==> config.mk <==
export PLATFORM = sky130hd
export DESIGN_NAME = fwd_stall_ctrl
export DESIGN_NICKNAME = d
export VERILOG_FILES = /design/src/rtl/fsc_pkg.sv /design/src/rtl/fsc_src_sel.sv /design/src/rtl/fsc_load_use.sv /design/src/rtl/fsc_flow.sv /design/src/rtl/fwd_stall_ctrl.sv
export SDC_FILE = /design/constraint.sdc
export NUM_CORES = 1
export LEC_CHECK = 0
export CAP_MARGIN = 20
export CORE_MARGIN = 2
export CORE_UTILIZATION = 28
export CTS_CLUSTER_DIAMETER = 30
export DETAILED_ROUTE_END_ITERATION = 10
export HOLD_SLACK_MARGIN = 0.1
export PLACE_DENSITY = 0.9
export SLEW_MARGIN = 40
export SYNTH_ARGS = -nofsm -noshare
export SYNTH_HDL_FRONTEND = slang
export SYNTH_SLANG_ARGS = --single-unit
==> constraint.sdc <==
create_clock -name clk -period 2 [get_ports clk]
set_input_delay 0.4 -clock clk [delete_from_list [all_inputs] [get_ports clk]]
set_output_delay 0.4 -clock clk [all_outputs]
set_load 0.01 [all_outputs]
==> src/rtl/fsc_pkg.sv <==
package fsc_pkg;
   typedef enum logic [1:0] {
      SEL_RF  = 2'd0,
      SEL_EX  = 2'd1,
      SEL_MEM = 2'd2
   } byp_sel_e;
endpackage

==> src/rtl/fsc_src_sel.sv <==
module fsc_src_sel
   import fsc_pkg::*;
#(
   parameter int REG_AW = 5,
   parameter bit ZERO_HARD = 1'b1
) (
   input  logic [REG_AW-1:0] rs,
   input  logic [REG_AW-1:0] ex_rd,
   input  logic              ex_wen,
   input  logic              ex_is_load,
   input  logic [REG_AW-1:0] mem_rd,
   input  logic              mem_wen,
   output byp_sel_e          sel
);
   logic ex_live, mem_live;

   generate
      if (ZERO_HARD) begin : g_zero
         assign ex_live  = ex_wen && (ex_rd != '0);
         assign mem_live = mem_wen && (mem_rd != '0);
      end else begin : g_plain
         assign ex_live  = ex_wen;
         assign mem_live = mem_wen;
      end
   endgenerate

   always_comb begin
      if (ex_live && !ex_is_load && (ex_rd == rs))
         sel = SEL_EX;
      else if (mem_live && (mem_rd == rs))
         sel = SEL_MEM;
      else
         sel = SEL_RF;
   end
endmodule

==> src/rtl/fsc_load_use.sv <==
module fsc_load_use #(
   parameter int REG_AW = 5,
   parameter bit ZERO_HARD = 1'b1
) (
   input  logic [REG_AW-1:0] id_rs1,
   input  logic [REG_AW-1:0] id_rs2,
   input  logic [REG_AW-1:0] ex_rd,
   input  logic              ex_wen,
   input  logic              ex_is_load,
   output logic              hazard
);
   logic ld_live;

   generate
      if (ZERO_HARD) begin : g_zero
         assign ld_live = ex_is_load && ex_wen && (ex_rd != '0);
      end else begin : g_plain
         assign ld_live = ex_is_load && ex_wen;
      end
   endgenerate

   assign hazard = ld_live && ((ex_rd == id_rs1) || (ex_rd == id_rs2));
endmodule

==> src/rtl/fsc_flow.sv <==
module fsc_flow (
   input  logic clk,
   input  logic rst_n,
   input  logic load_use,
   input  logic ex_redirect,
   input  logic mem_busy,
   output logic hold_pc,
   output logic hold_ifid,
   output logic hold_idex,
   output logic clr_ifid,
   output logic clr_idex,
   output logic take_redirect
);
   logic pend_q;
   logic redir_eff;

   always_ff @(posedge clk) begin
      if (!rst_n)
         pend_q <= 1'b0;
      else if (mem_busy)
         pend_q <= pend_q | ex_redirect;
      else
         pend_q <= 1'b0;
   end

   assign redir_eff = ex_redirect | pend_q;

   always_comb begin
      hold_pc       = 1'b0;
      hold_ifid     = 1'b0;
      hold_idex     = 1'b0;
      clr_ifid      = 1'b0;
      clr_idex      = 1'b0;
      take_redirect = 1'b0;
      if (mem_busy) begin
         hold_pc   = 1'b1;
         hold_ifid = 1'b1;
         hold_idex = 1'b1;
      end else if (redir_eff) begin
         clr_ifid      = 1'b1;
         clr_idex      = 1'b1;
         take_redirect = 1'b1;
      end else if (load_use) begin
         hold_pc   = 1'b1;
         hold_ifid = 1'b1;
         clr_idex  = 1'b1;
      end
   end
endmodule

==> src/rtl/fwd_stall_ctrl.sv <==
module fwd_stall_ctrl
   import fsc_pkg::*;
#(
   parameter int REG_AW = 5,
   parameter bit ZERO_HARD = 1'b1
) (
   input  logic              clk,
   input  logic              rst_n,
   input  logic [REG_AW-1:0] id_rs1,
   input  logic [REG_AW-1:0] id_rs2,
   input  logic [REG_AW-1:0] ex_rd,
   input  logic              ex_wen,
   input  logic              ex_is_load,
   input  logic [REG_AW-1:0] mem_rd,
   input  logic              mem_wen,
   input  logic              ex_redirect,
   input  logic              mem_busy,
   output logic [1:0]        byp_a,
   output logic [1:0]        byp_b,
   output logic              hold_pc,
   output logic              hold_ifid,
   output logic              hold_idex,
   output logic              clr_ifid,
   output logic              clr_idex,
   output logic              take_redirect
);
   localparam int NSRC = 2;

   generate
      if (REG_AW < 2 || REG_AW > 8) begin : g_bad_aw
         $error("fwd_stall_ctrl: REG_AW out of range");
      end
   endgenerate

   logic [REG_AW-1:0] src [NSRC];
   byp_sel_e          sel [NSRC];
   logic              load_use;

   assign src[0] = id_rs1;
   assign src[1] = id_rs2;

   generate
      for (genvar i = 0; i < NSRC; i++) begin : g_src
         fsc_src_sel #(.REG_AW(REG_AW), .ZERO_HARD(ZERO_HARD)) u_sel (
            .rs         (src[i]),
            .ex_rd      (ex_rd),
            .ex_wen     (ex_wen),
            .ex_is_load (ex_is_load),
            .mem_rd     (mem_rd),
            .mem_wen    (mem_wen),
            .sel        (sel[i])
         );
      end
   endgenerate

   assign byp_a = sel[0];
   assign byp_b = sel[1];

   fsc_load_use #(.REG_AW(REG_AW), .ZERO_HARD(ZERO_HARD)) u_lu (
      .id_rs1     (id_rs1),
      .id_rs2     (id_rs2),
      .ex_rd      (ex_rd),
      .ex_wen     (ex_wen),
      .ex_is_load (ex_is_load),
      .hazard     (load_use)
   );

   fsc_flow u_flow (
      .clk           (clk),
      .rst_n         (rst_n),
      .load_use      (load_use),
      .ex_redirect   (ex_redirect),
      .mem_busy      (mem_busy),
      .hold_pc       (hold_pc),
      .hold_ifid     (hold_ifid),
      .hold_idex     (hold_idex),
      .clr_ifid      (clr_ifid),
      .clr_idex      (clr_idex),
      .take_redirect (take_redirect)
   );
endmodule

# == After elaboration in Yosys (flattened, before gate mapping) ==
# Index checks and enable logic that the tools add are counted.
# W data, S select, Z words.
# op_classes
n_eq_ne,4
muxes,12
bitwise_logic,1
n_reduce_logical,15
# ops
cell,n
$eq A5 B5 Y1,4
$logic_and A1 B1 Y1,10
$reduce_bool A5 Y1,2
$mux W1,8
$mux W2,4
$reduce_and A2 Y1,1
$logic_not A1 Y1,1
$logic_or A1 B1 Y1,1
$or A1 B1 Y1,1
# totals
register_bits,1
inputBits,27
output_inout_bits,10
wordCells,33

# == Longest topological paths before layout ==
# Gate-level depths: netlist of run 1.
# logic_depth
ltp_word,6
mapped_depth,6
depth_no_buf,5

# == By module ==
# A second synthesis of run 1 with hierarchy kept.
# hier_totals
cells_unflattened,70
area_unflattened_um2,531.8
# modules_own_cells
module,n_inst,cells_per_inst,area_per_inst_um2,seq_area_each_um2
fsc_src_sel,2,21,161.4,0.0
fsc_load_use,1,17,132.6,0.0
fsc_flow,1,11,76.3,20.0

# == Worst setup path after synthesis of run 1 ==
# OpenSTA, ideal clock, no wires.
# synth_timing
path_type,input to output
from,in ex_rd[1]
to,out byp_a[1]
t_arrival_ps,1548
required_ps,1600
slack_ps,52
stages,4
n_path_buf,0
path_cell_list,or4_4 > o21ai_2 > nor3_1 > nor4_2
# synth_between
elab_chain_len,5
elab_cells_between_ends,6
cone_classes,1 x eq/ne; 1 x mux; 4 x reduce/logical
# synth_rtl
element,line,source
start: declaration,fwd_stall_ctrl.sv:11,"input logic [REG_AW-1:0] ex_rd,"
$reduce_bool A5 Y1,fsc_src_sel.sv:19,assign ex_live = ex_wen && (ex_rd != '0);
$logic_and A1 B1 Y1,fsc_src_sel.sv:19,
$logic_and A1 B1 Y1,fsc_src_sel.sv:28,if (ex_live && !ex_is_load && (ex_rd == rs))
$logic_and A1 B1 Y1 *,fsc_src_sel.sv:28,
$mux W2 *,fsc_src_sel.sv:28,
end: declaration,fwd_stall_ctrl.sv:18,"output logic [1:0] byp_a,"
# Every way passes the cells marked *; elsewhere a longest branch is shown, timed or not.

# == Worst setup path in the final report of run 1 ==
# layout_timing
from,in id_rs1[3]
to,out byp_a[1]
# layout_between
elab_chain_len,4
elab_cells_between_ends,6
cone_classes,2 x eq/ne; 2 x mux; 2 x reduce/logical
# layout_rtl
element,line,source
start: declaration,fwd_stall_ctrl.sv:9,"input logic [REG_AW-1:0] id_rs1,"
$eq A5 B5 Y1,fsc_src_sel.sv:30,else if (mem_live && (mem_rd == rs))
$logic_and A1 B1 Y1,fsc_src_sel.sv:30,
$mux W2,fsc_src_sel.sv:30,
$mux W2 *,fsc_src_sel.sv:28,
# Marked as above.

==> results of run 1 <==
[metrics by stage]
stage | hold WS (ns) | TNS (ns) | cell area [sq um] | worst slack, ns
CTS | 0.5880 | -0.7479 | 883.3 | -0.1619
detailed placement | 0.5880 | -6.147 | 874.6 | -0.9345
floorplan | 0.4470 | 0 | 367.9 | 0.05207
global placement | 0.5782 | -5.759 | 874.6 | -0.8804
global route | 0.6282 | -0.8938 | 932.1 | -0.2104
finish | 0.5916 | -0.6638 | 932.1 | -0.1528
[timing repair]
action / in CTS / in global routing
buffers inserted: 3 / 2
pin swaps: 15 / 10
setup endpoints to repair: 9 / 7
gates resized for setup: 93 / 17
cloned: 0 / 0
[final timing paths]
check,startpoint,end,slack (ns),cells past startpoint
worst min register to register,u_flow.pend_q$_SDFF_PN0_,u_flow.pend_q$_SDFF_PN0_,0.59,3
worst max register to register,u_flow.pend_q$_SDFF_PN0_,u_flow.pend_q$_SDFF_PN0_,1.29,3
worst max-delay path,id_rs1[3],byp_a[1],-0.15,5
worst min-delay path,u_flow.pend_q$_SDFF_PN0_,u_flow.pend_q$_SDFF_PN0_,0.59,3
[final cells by class]
type                    count  area, sq um  share of cell area
repair buffers             59        490.5              0.5262
multi-input cells          41        395.4              0.4242
flip-flops and latches      1        20.02             0.02148
well taps                  15        18.77             0.02013
inverters                   2        7.507            0.008054
[placed cells by master, fill, tap and decap left out]
| master | synthesis | layout |
|---|---|---|
| buf_4 | 3 | 18 |
| xor2_1 | 16 | 15 |
| buf_2 | 0 | 10 |
| buf_6 | 0 | 10 |
| dlygate4sd2_1 | 0 | 7 |
| clkdlybuf4s50_1 | 0 | 6 |
| nor3_2 | 0 | 4 |
| or4_4 | 1 | 3 |
| nor2_1 | 3 | 3 |
| clkbuf_2 | 0 | 3 |
| xnor2_2 | 0 | 2 |
| xnor2_1 | 4 | 2 |
| nand3_2 | 0 | 2 |
| a41o_1 | 2 | 2 |
| dlymetal6s2s_1 | 0 | 2 |
| clkdlybuf4s15_1 | 0 | 2 |
| o21ai_4 | 0 | 1 |
| or4_1 | 2 | 1 |
| o21ai_1 | 1 | 1 |
| nor4_4 | 0 | 1 |
| xor2_2 | 0 | 1 |
| nor4_2 | 2 | 1 |
| inv_2 | 0 | 1 |
| nand2_2 | 0 | 1 |
| inv_1 | 2 | 1 |
| nand2_1 | 2 | 1 |
| clkdlybuf4s15_2 | 0 | 1 |
| dfxtp_1 | 1 | 1 |
[where the power goes]
part	leakage [nW]	switching [W]	internal (W)
Sequential	0.00823	0.000000250	0.0000213
Combinational	0.460	0.0000767	0.000101
Clock	0	0	0
Total	0.468	0.0000769	0.000122
[metal layers]
metal,share of wire,global-route usage,vias to the layer above
met5,0,0,-
met1,0.37,0.2273,266
met2,0.55,0.3871,25
met4,0.029,0,0
li1,-,-,276
met3,0.045,0,4
[logic make-up after synthesis]
| logic type | after synthesis |
|---|---|
| AOI/OAI and AO/OA | 4 |
| xor gates and xnor gates | 20 |
| buffers and inverters | 5 |
| DFF | 1 |
| and+or+nand+nor | 17 |
[critical path: stages]
cell and delay (ns):
clkdlybuf4s15_2 0.20, xor2_1 0.17, or4_4 0.55, nor4_4 0.27, buf_2 0.16
==> impl_metrics.tcl, run 1 <==
set metrics [dict create \
    vdd_drop_max_mv 0.09927 \
    fill_cells 96 \
    yosys.area.top_type "xor2_1" \
    fp.dieH_um 40.25 \
    start_util 0.2899 \
    clk_pin_slew_worst_paths_ns 0 \
    synth_compound_area_frac 0.09184 \
    max_freq_ghz 0.4645 \
    ys.flop_type "dfxtp_1" \
    top_regs "u_flow.pend_q (1)" \
    fin_ws_ns -0.1528 \
    synth_top_family_by_area "XOR/XNOR gates" \
    largest_register "u_flow.pend_q" \
    ys_seq_elements 1 \
    grt_pass1_wl_um 2118 \
    grt_max_degree 6 \
    wl_per_cell_um 13.67 \
    clk-insertion-delay-late_ns 0 \
    finClkSkew_ns 0 \
    p_leak_nw 0.4680 \
    synthToLayoutAreaGrowth_pct 153.4 \
    period_share 1.076 \
    antenna_found_initial 0 \
    synth-xor-area-share 0.4762 \
    largest_reg_flops 1 \
    cp-start-kind "input pin" \
    synth.avg_cell_area_sq_um 7.827 \
    worst_slew_pin_slew_ns 0.2445 \
    post-route-min-period_ns 2.153 \
    synth_top_area_share 0.3810 \
    synth_common_cells "xor2_1, nor3_1, xnor2_1, buf_4, nor2_1" \
    syn_inst 47 \
    setup_viol 5 \
    synth_edf_count 0 \
    vias 571 \
    status "finished, violations left" \
    muxShareOfSynthArea 0 \
    core_sq_um 1269 \
    place_hpwl_um 1204 \
    drt-initial-drc-count 6 \
    via_per_inst 4.839 \
    worstSetupPathType "in2out" \
    gr-total-overflow 0 \
    diodes 0 \
    synth_fp_nets 74 \
    firstDrtPassIters 4 \
    power.total_w 0.0001990 \
    drc_errors 0 \
    final_cells 118 \
    dp.cells 115 \
    ys_top_cells_by_area "xor2_1, xnor2_1, nor4_2" \
    maxCapViolCount 0 \
    first_global_vias 528 \
    worstPathArrival_ns 1.75 \
    syn_area_sq_um 367.9 \
    rows 13 \
    gp_congestion 0.8480 \
    critPathCaptureType "output pin" \
    portBuffers 36 \
    ant_nets 0 \
    cp.required_ns 1.60 \
    synthSimpleGateAreaFrac 0.2959 \
    hold_viol 0 \
    rsz0062_at_grt "yes" \
    drt_wl_total_um 1613 \
    final_core_util 0.7347 \
    violations "setup timing" \
    yosysUniqueCellTypes 16 \
    drv_slew 0 \
    grt_usage 0.1886 \
    final_nets 132 \
    async_flop_share 0 \
    hold_path.class "reg2reg" \
    seq_area_frac_synth 0.05442 \
    yosysMostFrequentCell "xor2_1" \
    synthAdderAreaFrac 0 \
    crit_fanout 2 \
    powerDensity_nw_per_um2 213.5 \
    die_x_um 40.25 \
    cts_hold_buf 0 \
    yosys_warnings 0 \
    dieArea_sq_um 1620 \
    max_slew_margin 0.8364 \
    boundaryPins 37 \
    drive_above_1_share 0.5728 \
]
(Power assumes the default switching activity.)
==> run 2, diff against run 1 <==
- ABC_AREA: unset -> 1
- CORE_UTILIZATION: 28 -> 31
==> run 2 against run 1 <==
  * The run now ends clean
  * Design area decreased by 17%
  * Total power is 22% lower
  * Worst hold slack lost 0.13 ns
  * Sequential share of layout area is 0.43 points higher
  * Sequential power is essentially flat
  * Register-to-register slack better by 0.09 ns
  * Clock skew unchanged
==> impl_metrics.tcl, run 2 <==
set metrics [dict create \
    status "complete, no violations" \
    yosys.area.top_type "nand2_1" \
    clk_pin_slew_worst_paths_ns 0 \
    place_area_sq_um 797.0 \
    diodes 0 \
    p_leak_nw 0.4533 \
    synth.avg_cell_area_sq_um 4.949 \
    crit_path_cell_trace "clkdlybuf4s50_1 -> clkdlybuf4s50_1" \
    worstPathArrival_ns 1.49 \
    hold_viol 0 \
    firstDrtPassIters 5 \
    antenna_found_initial 0 \
    place_hpwl_um 1212 \
    dieArea_sq_um 1738 \
    yosysUniqueCellTypes 12 \
    max_freq_ghz 0.5280 \
    worstSetupPathType "in2out" \
    powerDensity_nw_per_um2 201.1 \
    synth_common_cells "nand2_1, inv_1, nor2_1, nand3_1, xor2_1" \
    cp-start-kind "input pin" \
    cp_top_family "buffers and inverters" \
    layout_common_cells "nand2_1, dlygate4sd2_1, inv_1, nor2_1" \
    maxCapViolCount 0 \
    post_cts_buffers 0 \
    gr-total-overflow 0 \
    drt-initial-drc-count 8 \
    start_util 0.3343 \
    worst_slew_pin_slew_ns 0.1918 \
    fin_area_sq_um 775.7 \
    dp.cells 137 \
    crit_fanout 4 \
    finClkSkew_ns 0 \
    synth_top_area_share 0.2557 \
    core_sq_um 1318 \
    period_share 0.9469 \
    ys.flop_type "dfxtp_1" \
    cp.required_ns 1.60 \
    hold_path.class "reg2reg" \
    syn_area_sq_um 440.4 \
    die_x_um 41.69 \
    vdd_drop_max_mv 0.08962 \
    crit_path_frequent_cell "clkdlybuf4s50_1" \
    slowest_delay_ns 0.57 \
    portBuffers 36 \
    final_nets 151 \
    critPathCaptureType "output pin" \
    seq_area_frac_synth 0.04545 \
    max_slew_margin 0.8716 \
    largest_reg_flops 1 \
    top_regs "u_flow.pend_q (1)" \
    ys_seq_elements 1 \
    grt_pass1_wl_um 2304 \
    grt_usage 0.1565 \
    power.total_w 0.0001560 \
    cpMaxStageDelayCell "clkdlybuf4s50_1" \
    clk-insertion-delay-late_ns 0 \
    synth_fp_nets 116 \
    rows 13 \
    cts_hold_buf 0 \
    drv_slew 0 \
    wl_per_cell_um 9.628 \
    holdWs_ns 0.4641 \
    first_global_vias 599 \
    largest_register "u_flow.pend_q" \
    drive_above_1_share 0.09836 \
    synthToLayoutAreaGrowth_pct 76.14 \
    cp_num_buf_inv 2 \
    fill_cells 144 \
    async_flop_share 0 \
    yosys_warnings 0 \
    gp_congestion 0.7465 \
    yosysMostFrequentCell "nand2_1" \
    boundaryPins 37 \
    layout_commonest_cell "nand2_1" \
    setup_viol 0 \
    final_cells 137 \
    via_per_inst 4.445 \
    fp.dieH_um 41.69 \
    final_core_util 0.5888 \
    vias 609 \
    synth_edf_count 0 \
    ant_nets 0 \
    drt_wl_total_um 1319 \
    rsz0062_at_grt "yes" \
    ys_top_cells_by_area "nand2_1, xor2_1, inv_1" \
    drc_errors 0 \
    post-route-min-period_ns 1.894 \
    grt_max_degree 5 \
    syn_inst 89 \
]
[run 2: cell types whose count changed in the layout (fill, tap and decap cells not counted), sizes merged, moves of 4 or more]
cell / change
or4: -4
nand3: +5
buf: -37
dlygate4sd2: +10
xor2: -9
inv: +14
nand2: +28
nor2: +12
clkdlybuf4s15: +4
[run 2: final timing paths]
| path | slack (ns) | to | startpoint | depth (start not counted) |
|---|---|---|---|---|
| hold reg to reg | 0.46 | u_flow.pend_q$_SDFF_PN0_ | u_flow.pend_q$_SDFF_PN0_ | 2 |
| setup reg to reg | 1.38 | u_flow.pend_q$_SDFF_PN0_ | u_flow.pend_q$_SDFF_PN0_ | 2 |
| hold / removal | 0.46 | u_flow.pend_q$_SDFF_PN0_ | u_flow.pend_q$_SDFF_PN0_ | 2 |
| setup / recovery | 0.11 | hold_idex | mem_busy | 2 |
[run 2: routing by layer]
metal,GRT usage,wire [um],up-vias,part of all wire
met2,0.3156,730,19,0.55
met5,0,0,-,0
met1,0.1723,499,260,0.38
met3,0.01739,74,2,0.056
met4,0.02581,14,0,0.011
li1,-,-,328,-
[run 2: cell families (layout without fill, tap and decap cells)]
group	Yosys count	count (layout)	share of synthesized area
simple gates	56	56	0.5170
buf+inv	19	52	0.1875
xor+xnor	12	12	0.2386
compound gates	1	1	0.01135
flops	1	1	0.04546
[run 2: through the flow]
| step | setup TNS, ns | setup slack [ns] |
|---|---|---|
| global placement | -3.059 | -0.4608 |
| detailed placement | -3.399 | -0.5250 |
| CTS | 0 | 0.04986 |
| finish | 0 | 0.1062 |
| floorplan | 0 | 0.5095 |
| global route | -0.008767 | -0.008767 |
[run 2: layout make-up]
type | count | area, sq um | share of cell area
inverter | 16 | 60.06 | 0.07742
tap | 15 | 18.77 | 0.02419
timing repair buffer | 36 | 326.6 | 0.4210
multi-input combinational | 69 | 350.3 | 0.4516
sequential | 1 | 20.02 | 0.02581
[run 2: what timing repair did]
| action | 4_1_cts | 5_1_grt |
|---|---|---|
| endpoints found under the setup margin | 9 | 5 |
| gates resized for setup | 42 | 11 |
| pin swaps | 3 | 1 |
[run 2: report_power, final]
part	total, W	internal, W	switching, W	leakage [nW]
registers	0.0000216	0.0000213	0.000000283	0.00823
logic	0.000134	0.0000690	0.0000654	0.445
clock network	0	0	0	0
total	0.000156	0.0000903	0.0000657	0.453
==> run 3, diff against run 2 <==
- CORE_UTILIZATION: 31 -> 40
- PLACE_DENSITY: 0.9 -> 0.92
- SYNTH_HIERARCHICAL: unset -> 1
==> run 3 against run 2 <==
  * Synthesized cell count is 99% higher
  * Clock skew stayed put
  * Core utilization is 11 points higher
==> impl_metrics.tcl, run 3 <==
set metrics [dict create \
    synth_edf_count 0 \
    drive_above_1_share 0.2189 \
    setup_viol 0 \
    seq_area_frac_synth 0.02658 \
    hold_path.class "reg2reg" \
    hold_viol 0 \
    startpoint "mem_busy" \
    cp_num_buf_inv 3 \
    clk-insertion-delay-late_ns 0 \
    finClkSkew_ns 0 \
    wl_per_cell_um 8.372 \
    fin_ws_ns 0.08742 \
    first_global_vias 901 \
    critPathCaptureType "output pin" \
    dieArea_sq_um 2246 \
    crit_path_cell_trace "clkdlybuf4s50_1 -> buf_4 -> clkdlybuf4s50_1" \
    clk_pin_slew_worst_paths_ns 0 \
    core_sq_um 1745 \
    start_util 0.4315 \
    final_core_util 0.6975 \
    synthToLayoutAreaGrowth_pct 61.63 \
    fp.dieH_um 47.40 \
    drt_wl_total_um 2160 \
    ys.flop_type "dfxtp_1" \
    antenna_found_initial 0 \
    max_freq_ghz 0.5229 \
    synth_top_area_share 0.3787 \
    grt_pass1_wl_um 3401 \
    vdd_drop_max_mv 0.1291 \
    status "complete, no violations" \
    synth_fp_nets 204 \
    async_flop_share 0 \
    yosys.area.top_type "nand2_1" \
    layout_common_cells "nand2_1, inv_1, nor2_1, buf_4, dlygate4sd2_1" \
    cp.required_ns 1.60 \
    layout_commonest_cell "nand2_1" \
    slowest_delay_ns 0.52 \
    worst_slew_pin_slew_ns 0.1561 \
    place_ws_ns -0.6449 \
    final_nets 262 \
    ant_nets 0 \
    vias 1095 \
    rsz0062_at_grt "no" \
    synth_common_cells "nand2_1, inv_1, nor2_1, nand3_1, inv_2" \
    synth.avg_cell_area_sq_um 4.255 \
    post-route-min-period_ns 1.913 \
    ys_seq_elements 1 \
    drt-initial-drc-count 27 \
    grt_max_degree 8 \
    largest_reg_flops 1 \
    r2r_start "u_flow/pend_q$_SDFF_PN0_" \
    largest_register "u_flow/pend_q" \
    place_hpwl_um 1916 \
    min_from "u_flow/pend_q$_SDFF_PN0_" \
    syn_area_sq_um 753.2 \
    powerDensity_nw_per_um2 196.9 \
    yosysMostFrequentCell "nand2_1" \
    diodes 0 \
    worstSetupPathType "in2out" \
    worstPathArrival_ns 1.51 \
    gp_congestion 0.7881 \
    grt_usage 0.2017 \
    max_slew_margin 0.8952 \
    top_regs "u_flow/pend_q (1)" \
    drv_slew 0 \
    p_leak_nw 0.8214 \
    syn_inst 177 \
    die_x_um 47.40 \
    yosys_warnings 6 \
    drc_errors 0 \
    cpMaxStageDelayCell "clkdlybuf4s50_1" \
    firstDrtPassIters 5 \
    gr-total-overflow 0 \
    cts_hold_buf 0 \
    ys_top_cells_by_area "nand2_1, inv_1, nor2_1" \
    post_cts_buffers 0 \
    crit_fanout 2 \
    period_share 0.9563 \
    cp_top_family "buffers and inverters" \
    rows 15 \
    crit_path_frequent_cell "clkdlybuf4s50_1" \
    yosysUniqueCellTypes 16 \
    portBuffers 36 \
    boundaryPins 37 \
    via_per_inst 4.244 \
    maxCapViolCount 0 \
    cp-start-kind "input pin" \
    fin_tns_setup_ns 0 \
]
## run 3: changes by cell type after synthesis, sizes merged, moves of 3 or more
cell	change
a21oi	+3
inv	+27
nand2	+48
nor2	+18
xnor2	-3
xor2	-6
## run 3: power by group
group          switching [W]  total [W]  internal [W]
clock                      0          0             0
combinational       0.000111   0.000218      0.000107
sequential       0.000000782  0.0000221     0.0000214
## run 3: cells by family after synthesis
kind of cell | share of synthesized area
compound gates | 0.04984
xor+xnor | 0.03489
flops | 0.02658
buf+inv | 0.2442
simple gates | 0.6445
## run 3: cell type report
| cell class | instances | area, sq um |
|---|---|---|
| Tap cell | 25 | 31.28 |
| Multi-Input combinational cell | 130 | 554.3 |
| Inverter | 43 | 161.4 |
| Fill cell | 170 | 528.0 |
| Timing Repair Buffer | 59 | 450.4 |
| Sequential cell | 1 | 20.02 |
## run 3: worst paths after layout
path / endpoint / slack, ns / cells past startpoint
setup / recovery: hold_idex / 0.09 / 3
hold / removal: u_flow/pend_q$_SDFF_PN0_ / 0.63 / 3
setup reg to reg: u_flow/pend_q$_SDFF_PN0_ / 1.31 / 3
hold reg to reg: u_flow/pend_q$_SDFF_PN0_ / 0.63 / 3
## run 3: what timing repair did
item / CTS / global route
setup endpoints to repair: 9 / 7
pin swaps: 2 / 3
hold endpoints to repair: 0 / 0
gates resized for setup: 41 / 23
## run 3: per-layer routing
metal | up-vias | track usage | wire length, um | share of wire
li1 | 618 | - | - | -
met4 | 0 | 0 | 0 | 0
met1 | 442 | 0.2635 | 1033 | 0.48
met3 | 0 | 0 | 109 | 0.050
met5 | - | 0 | 0 | 0
met2 | 35 | 0.3892 | 1017 | 0.47
## run 3: through the flow
step	total power, W	std cells	hold WS (ns)	area, sq um
after floorplan	0.0001211	177	0.4789	753.2
after global placement	0.0002560	258	0.6132	1295
after detailed placement	0.0002599	258	0.6252	1295
after CTS	0.0002435	258	0.6310	1274
after global routing	0.0002673	258	0.6479	1217
final	0.0002398	258	0.6254	1217
## run 3: worst register-to-register path: stages, from the launching register on
cell,delay [ns]
dfxtp_1,0.30
nor2_2,0.13
buf_4,0.11
nor2_1,0.03
